### src/rtl/pulse_cell_pkg.sv
package pulse_cell_pkg;
  // Evaluation rule of a period cell at its clock strobe
  typedef enum logic {
    PC_PASS   = 1'b0,  // emit when any input was seen
    PC_INVERT = 1'b1   // emit when no input was seen
  } pc_kind_e;
endpackage

### src/rtl/pulse_period_cell.sv
module pulse_period_cell
  import pulse_cell_pkg::*;
#(
  parameter int       N_IN = 1,
  parameter pc_kind_e KIND = PC_PASS
) (
  input  logic            clk,
  input  logic            rst,
  input  logic [N_IN-1:0] sig,
  input  logic            cclk,
  output logic            pulse_out
);
  logic [N_IN-1:0] held;
  logic            fire;

  generate
    if (KIND == PC_INVERT) begin : g_inv
      assign fire = ~|held;
    end else begin : g_pass
      assign fire = |held;
    end
  endgenerate

  always_ff @(posedge clk) begin
    if (rst) begin
      held      <= '0;
      pulse_out <= 1'b0;
    end else begin
      pulse_out <= cclk & fire;
      if (cclk) held <= sig;          // coincident strobes open the next period
      else      held <= held | sig;
    end
  end


  out_after_clock_chk: assert property (@(posedge clk) disable iff (rst)
    pulse_out |-> $past(cclk));

  out_single_cycle_chk: assert property (@(posedge clk) disable iff (rst)
    (pulse_out && !cclk) |=> !pulse_out);
endmodule

### src/rtl/pulse_ndro_cell.sv
module pulse_ndro_cell (
  input  logic clk,
  input  logic rst,
  input  logic wr1,
  input  logic wr0,
  input  logic rd,
  output logic rd_out
);
  logic bit_q;

  always_ff @(posedge clk) begin
    if (rst) begin
      bit_q  <= 1'b0;
      rd_out <= 1'b0;
    end else begin
      rd_out <= rd & bit_q;
      if (wr0)      bit_q <= 1'b0;
      else if (wr1) bit_q <= 1'b1;
    end
  end


  read_keeps_bit_chk: assert property (@(posedge clk) disable iff (rst)
    (rd && !wr1 && !wr0) |=> $stable(bit_q));

  clear_wins_chk: assert property (@(posedge clk) disable iff (rst)
    wr0 |=> !bit_q);

  ndro_out_after_read_chk: assert property (@(posedge clk) disable iff (rst)
    rd_out |-> $past(rd));
endmodule

### src/rtl/pulse_toggle_cell.sv
module pulse_toggle_cell (
  input  logic clk,
  input  logic rst,
  input  logic tin,
  output logic state
);
  always_ff @(posedge clk) begin
    if (rst)      state <= 1'b0;
    else if (tin) state <= ~state;
  end


  toggle_flips_chk: assert property (@(posedge clk) disable iff (rst)
    tin |=> (state != $past(state)));
endmodule

### src/rtl/pulse_ctoggle_cell.sv
module pulse_ctoggle_cell (
  input  logic clk,
  input  logic rst,
  input  logic tin,
  input  logic rd,
  output logic rd_out
);
  logic bit_q;
  logic after_rd;

  assign after_rd = rd | bit_q;

  always_ff @(posedge clk) begin
    if (rst) begin
      bit_q  <= 1'b0;
      rd_out <= 1'b0;
    end else begin
      rd_out <= rd & ~bit_q;
      bit_q  <= after_rd ^ tin;
    end
  end


  read_leaves_one_chk: assert property (@(posedge clk) disable iff (rst)
    (rd && !tin) |=> bit_q);

  ctoggle_out_after_read_chk: assert property (@(posedge clk) disable iff (rst)
    rd_out |-> $past(rd));

  ctoggle_flip_chk: assert property (@(posedge clk) disable iff (rst)
    (tin && !rd) |=> (bit_q != $past(bit_q)));
endmodule

### src/rtl/pulse_cell_bank.sv
module pulse_cell_bank
  import pulse_cell_pkg::*;
#(
  parameter int LANES = 2
) (
  input  logic             clk,
  input  logic             rst,
  input  logic [LANES-1:0] cclk,
  input  logic [LANES-1:0] d_set,
  output logic [LANES-1:0] d_out,
  input  logic [LANES-1:0] inv_in,
  output logic [LANES-1:0] inv_out,
  input  logic [LANES-1:0] or_a,
  input  logic [LANES-1:0] or_b,
  output logic [LANES-1:0] or_out,
  input  logic [LANES-1:0] nd_set,
  input  logic [LANES-1:0] nd_clr,
  input  logic [LANES-1:0] nd_read,
  output logic [LANES-1:0] nd_out,
  input  logic [LANES-1:0] tg_in,
  output logic [LANES-1:0] tg_state,
  input  logic [LANES-1:0] tc_in,
  input  logic [LANES-1:0] tc_read,
  output logic [LANES-1:0] tc_out
);
  generate
    for (genvar i = 0; i < LANES; i++) begin : g_lane
      pulse_period_cell #(.N_IN(1), .KIND(PC_PASS)) u_delay (
        .clk(clk), .rst(rst), .sig(d_set[i]), .cclk(cclk[i]), .pulse_out(d_out[i]));

      pulse_period_cell #(.N_IN(1), .KIND(PC_INVERT)) u_inv (
        .clk(clk), .rst(rst), .sig(inv_in[i]), .cclk(cclk[i]), .pulse_out(inv_out[i]));

      pulse_period_cell #(.N_IN(2), .KIND(PC_PASS)) u_or (
        .clk(clk), .rst(rst), .sig({or_b[i], or_a[i]}), .cclk(cclk[i]),
        .pulse_out(or_out[i]));

      pulse_ndro_cell u_ndro (
        .clk(clk), .rst(rst), .wr1(nd_set[i]), .wr0(nd_clr[i]),
        .rd(nd_read[i]), .rd_out(nd_out[i]));

      pulse_toggle_cell u_tog (
        .clk(clk), .rst(rst), .tin(tg_in[i]), .state(tg_state[i]));

      pulse_ctoggle_cell u_ctog (
        .clk(clk), .rst(rst), .tin(tc_in[i]), .rd(tc_read[i]), .rd_out(tc_out[i]));
    end
  endgenerate


  reset_quiet_chk: assert property (@(posedge clk)
    rst |=> (d_out == '0 && inv_out == '0 && or_out == '0 &&
             nd_out == '0 && tg_state == '0 && tc_out == '0));
endmodule

### config.mk
export PLATFORM = sky130hd
export DESIGN_NAME = pulse_cell_bank
export DESIGN_NICKNAME = d
export VERILOG_FILES = /design/src/rtl/pulse_cell_pkg.sv /design/src/rtl/pulse_period_cell.sv /design/src/rtl/pulse_ndro_cell.sv /design/src/rtl/pulse_toggle_cell.sv /design/src/rtl/pulse_ctoggle_cell.sv /design/src/rtl/pulse_cell_bank.sv
export SDC_FILE = /design/constraint.sdc
export NUM_CORES = 1
export LEC_CHECK = 0
export ABC_AREA = 1
export BUFFER_PORTS_ARGS = -buffer_cell sky130_fd_sc_hd__clkbuf_2
export CAP_MARGIN = 40
export CORE_MARGIN = 8
export CORE_UTILIZATION = 48
export DETAILED_ROUTE_END_ITERATION = 12
export PLACE_DENSITY = 0.82
export SYNTH_ARGS = -nofsm -noshare
export SYNTH_HDL_FRONTEND = slang
export SYNTH_SLANG_ARGS = --single-unit
### constraint.sdc
create_clock -name clk -period 1.3 [get_ports clk]
set_input_delay 0.39 -clock clk [delete_from_list [all_inputs] [get_ports clk]]
set_output_delay 0.39 -clock clk [all_outputs]
set_load 0.005 [all_outputs]
After elaboration in Yosys (flattened, before gate mapping)
Index checks and enable logic that the tools add are counted. W data, S select, Z words.

Bitwise operators: 24. Multiplexer cells: 6. Reductions and logical operators: 6.

Operators by type and width (number): $and A1 B1 Y1 (10); $reduce_or A2 Y1 (4); $or A1 B1 Y1 (6); $mux W1 (4); $mux W2 (2); $not A1 Y1 (4); $or A2 B2 Y2 (2); $logic_not A1 Y1 (2); $xor A1 B1 Y1 (2).

Input port bits: 24. Register bits: 24. Output and inout port bits: 12. Word-level logic and storage cells: 58.

Logic depth before layout (Yosys ltp)
Word-level depth: 2. Gate-level depth with buffers: 4. Depth with buffers taken out: 4.

By module
A second synthesis with hierarchy kept.

Cell total of the unflattened synthesis: 108. Area, all modules: 833.3 µm².

By module, submodules not included: pulse_period_cell (g_lane[0].u_or ...) (area an instance 102.6 µm², seq. area each 60.1 µm², times used 2, cells each 12); pulse_ctoggle_cell (area an instance 76.3 µm², seq. area each 40.0 µm², times used 2, cells each 11); pulse_period_cell (g_lane[0].u_delay ...) (area an instance 67.6 µm², seq. area each 40.0 µm², times used 2, cells each 9); pulse_ndro_cell (area an instance 66.3 µm², seq. area each 40.0 µm², times used 2, cells each 9); pulse_period_cell (g_lane[0].u_inv ...) (area an instance 65.1 µm², seq. area each 40.0 µm², times used 2, cells each 7); pulse_toggle_cell (area an instance 38.8 µm², seq. area each 20.0 µm², times used 2, cells each 6).

Worst setup path before layout
Ideal clock, no wire load.

Kind: register -> output. Start point: reg g_lane[0].u_tog.state. End point: out tg_state[0]. Setup slack: 0.487 ns. Data arrival time: 0.423 ns. Cell stages (with the launch flop): 2. Data required time: 0.910 ns. Path buffers: 1. Cells stage by stage: dfxtp_1 -> buf_4.

RTL lines: from (decl) (RTL line pulse_toggle_cell.sv:5) `output logic state`; from (signal assigned) (RTL line pulse_toggle_cell.sv:9) `else if (tin) state <= ~state;`; to (decl) (RTL line pulse_cell_bank.sv:21) `output logic [LANES-1:0] tg_state,`.

No word-level cell between the ends.

Worst setup path in the final report
Start point: reg g_lane[0].u_tog.state. End point: out tg_state[0].

No word-level cell between the ends.

==> results.cfg <==
[hold_path]
hp-class = in2reg
min_from = nd_clr[0]
worstHoldPathCells = 2

[worst_setup_path]
path_depth = 1
crit_fanout = 2
critical_path_buf_inv_count = 1
timing.rr.start = g_lane[1].u_ctog.bit_q$_SDFF_PP0_
worst_setup_path_start_kind = flop
path_class = reg2out
slowest_delay_ps = 370
cpMaxStageDelayCell = dfxtp_1
critical_path.top_delay_family = flip-flops
path_cells = clkbuf_2
arrival_ps = 810
crit_path_start = g_lane[0].u_tog.state$_SDFFE_PP0P_
cp-end-kind = output port
cp.required_ps = 910
r2r_cells = 4

[run]
maxCapViolCount = 0

[sta]
holdWs_ps = 214
fin_skew_ps = 7.10
setup-tns-final_ps = 0
slew_headroom_pct = 85.8
setup_violations = 0
rsz0062_at_grt = no
period_needed_ps = 1200
tightest_slew_ps = 213
post-route-period-util_pct = 92.2
fmax_mhz = 834
slew_viol_final = 0
timing.final.hold_violations = 0

[power_and_ir_drop]
leakage_nw = 0.504
total_power_mw = 1.31
powerDensity_nw_per_um2 = 1360
ir_worst_vdd_mv = 0.733

[final_layout]
layout_commonest_cell = clkbuf_2
fill_cells = 166
largest_reg_flops = 4
nNetsFinal = 148
antenna_cells = 0
mostFrequentLayoutCells = clkbuf_2, nor2_1, dfxtp_1
top_register = g_lane.u_or.held
syn_to_final_growth_pct = 15.2
layout-drive-gt1-share_pct = 33.3

[placement]
place_congestion = 0.751
hpwl_um = 1300
numPortBuffers = 35

[die]
io_pins = 36
die_w_um = 57.8
start_util_pct = 49.6
num_rows = 15
die_h_um = 57.8
dieArea_um2 = 3340
coreArea_um2 = 1690

[clock_network]
clockBufferDepth = 2
cts-root-buf = clkbuf_4
hold_buffers = 0
cts_resized = 0
clk_latency_ps = 310
cts-buffers-inserted = 3
clk_pin_slew_ps = 130
cts.sinks = 24
postCtsSetupRepairBufs = 0
htree_levels = 1
cts_tree = done

[routing]
viasPerCell = 4.66
wirelength_um = 1660
dr.pass1.iters = 4
wl_per_cell_um = 11.9
drt_iter0_markers = 14
drc = 0
final_antenna_net_count = 0
vias = 652

[outcome]
status = finished clean

[synthesis]
synth_area_um2 = 837
syn_nets = 121
avgSynthCellArea_um2 = 8.63
yosysSeqAreaShare_pct = 57.4
syn_inst = 97
yosys_warnings = 0
ys_types = 10
ys_seq_elements = 24

[global_routing]
grt_max_degree = 14
grt_usage_pct = 10.4
grt_pass1_vias = 639
grt_pass1_wl_um = 2620
antenna_found_initial = 0
grt_overflow = 0
[per-layer routing]
layer  part of all wire [%]  GRT usage, %  vias to the layer above
li1                       -             -                      336
met3                     11          5.96                        5
met2                     45          16.9                       26
met4                    2.3          6.29                        0
met5                      0             0                        -
met1                     42          9.96                      285
[path summary, 6_finish.rpt]
| path | slack [ps] | endpoint |
|---|---|---|
| max | 100 | tg_state[0] |
| min reg2reg | 420 | g_lane[0].u_ctog.rd_out$_SDFF_PP0_ |
| max reg2reg | 570 | g_lane[1].u_ctog.bit_q$_SDFF_PP0_ |
| min | 210 | g_lane[0].u_ndro.bit_q$_SDFFE_PP0P_ |
[synth_stat cells]
cell type	count	area, um2
buf_4	12	90.1
nand2_1	12	45.0
xnor2_1	2	17.5
dfxtp_1	24	480
buf_6	2	22.5
inv_2	1	3.75
nor2_1	30	113
nor3_1	2	10.0
inv_1	4	15.0
a21oi_1	8	40.0
[power breakdown]
part,switching [mW],internal [mW]
registers,0.0194,0.779
logic,0.0651,0.0671
clock network,0.212,0.171
total,0.296,1.02
[area by class of cell]
type | count | area, um2 | share of cell area (%)
inverters | 5 | 18.8 | 1.95
multi-input cells | 54 | 225 | 23.3
clock buffers | 4 | 36.3 | 3.76
well taps | 17 | 21.3 | 2.20
repair buffers | 36 | 183 | 18.9
flip-flops and latches | 24 | 480 | 49.8
[through the flow]
stage	area, um2	instances	setup WS, ps	utilization (%)
2_1_floorplan	837	97	487	-
3_3_place_gp	928	136	312	55.0
3_5_place_dp	928	136	222	55.0
4_1_cts	965	140	86.0	57.1
5_1_grt	965	140	50.2	57.1
6_report	965	140	101	57.1
[kinds of logic after synthesis]
kind of cell	count (synthesis)	share of synthesized area, %
DFF	24	57.4
buffers and inverters	19	15.7
xor gates and xnor gates	2	2.09
AOI/OAI and AO/OA	8	4.78
and+or+nand+nor	44	20.0
No activity file was read; power rests on OpenSTA's default activity.
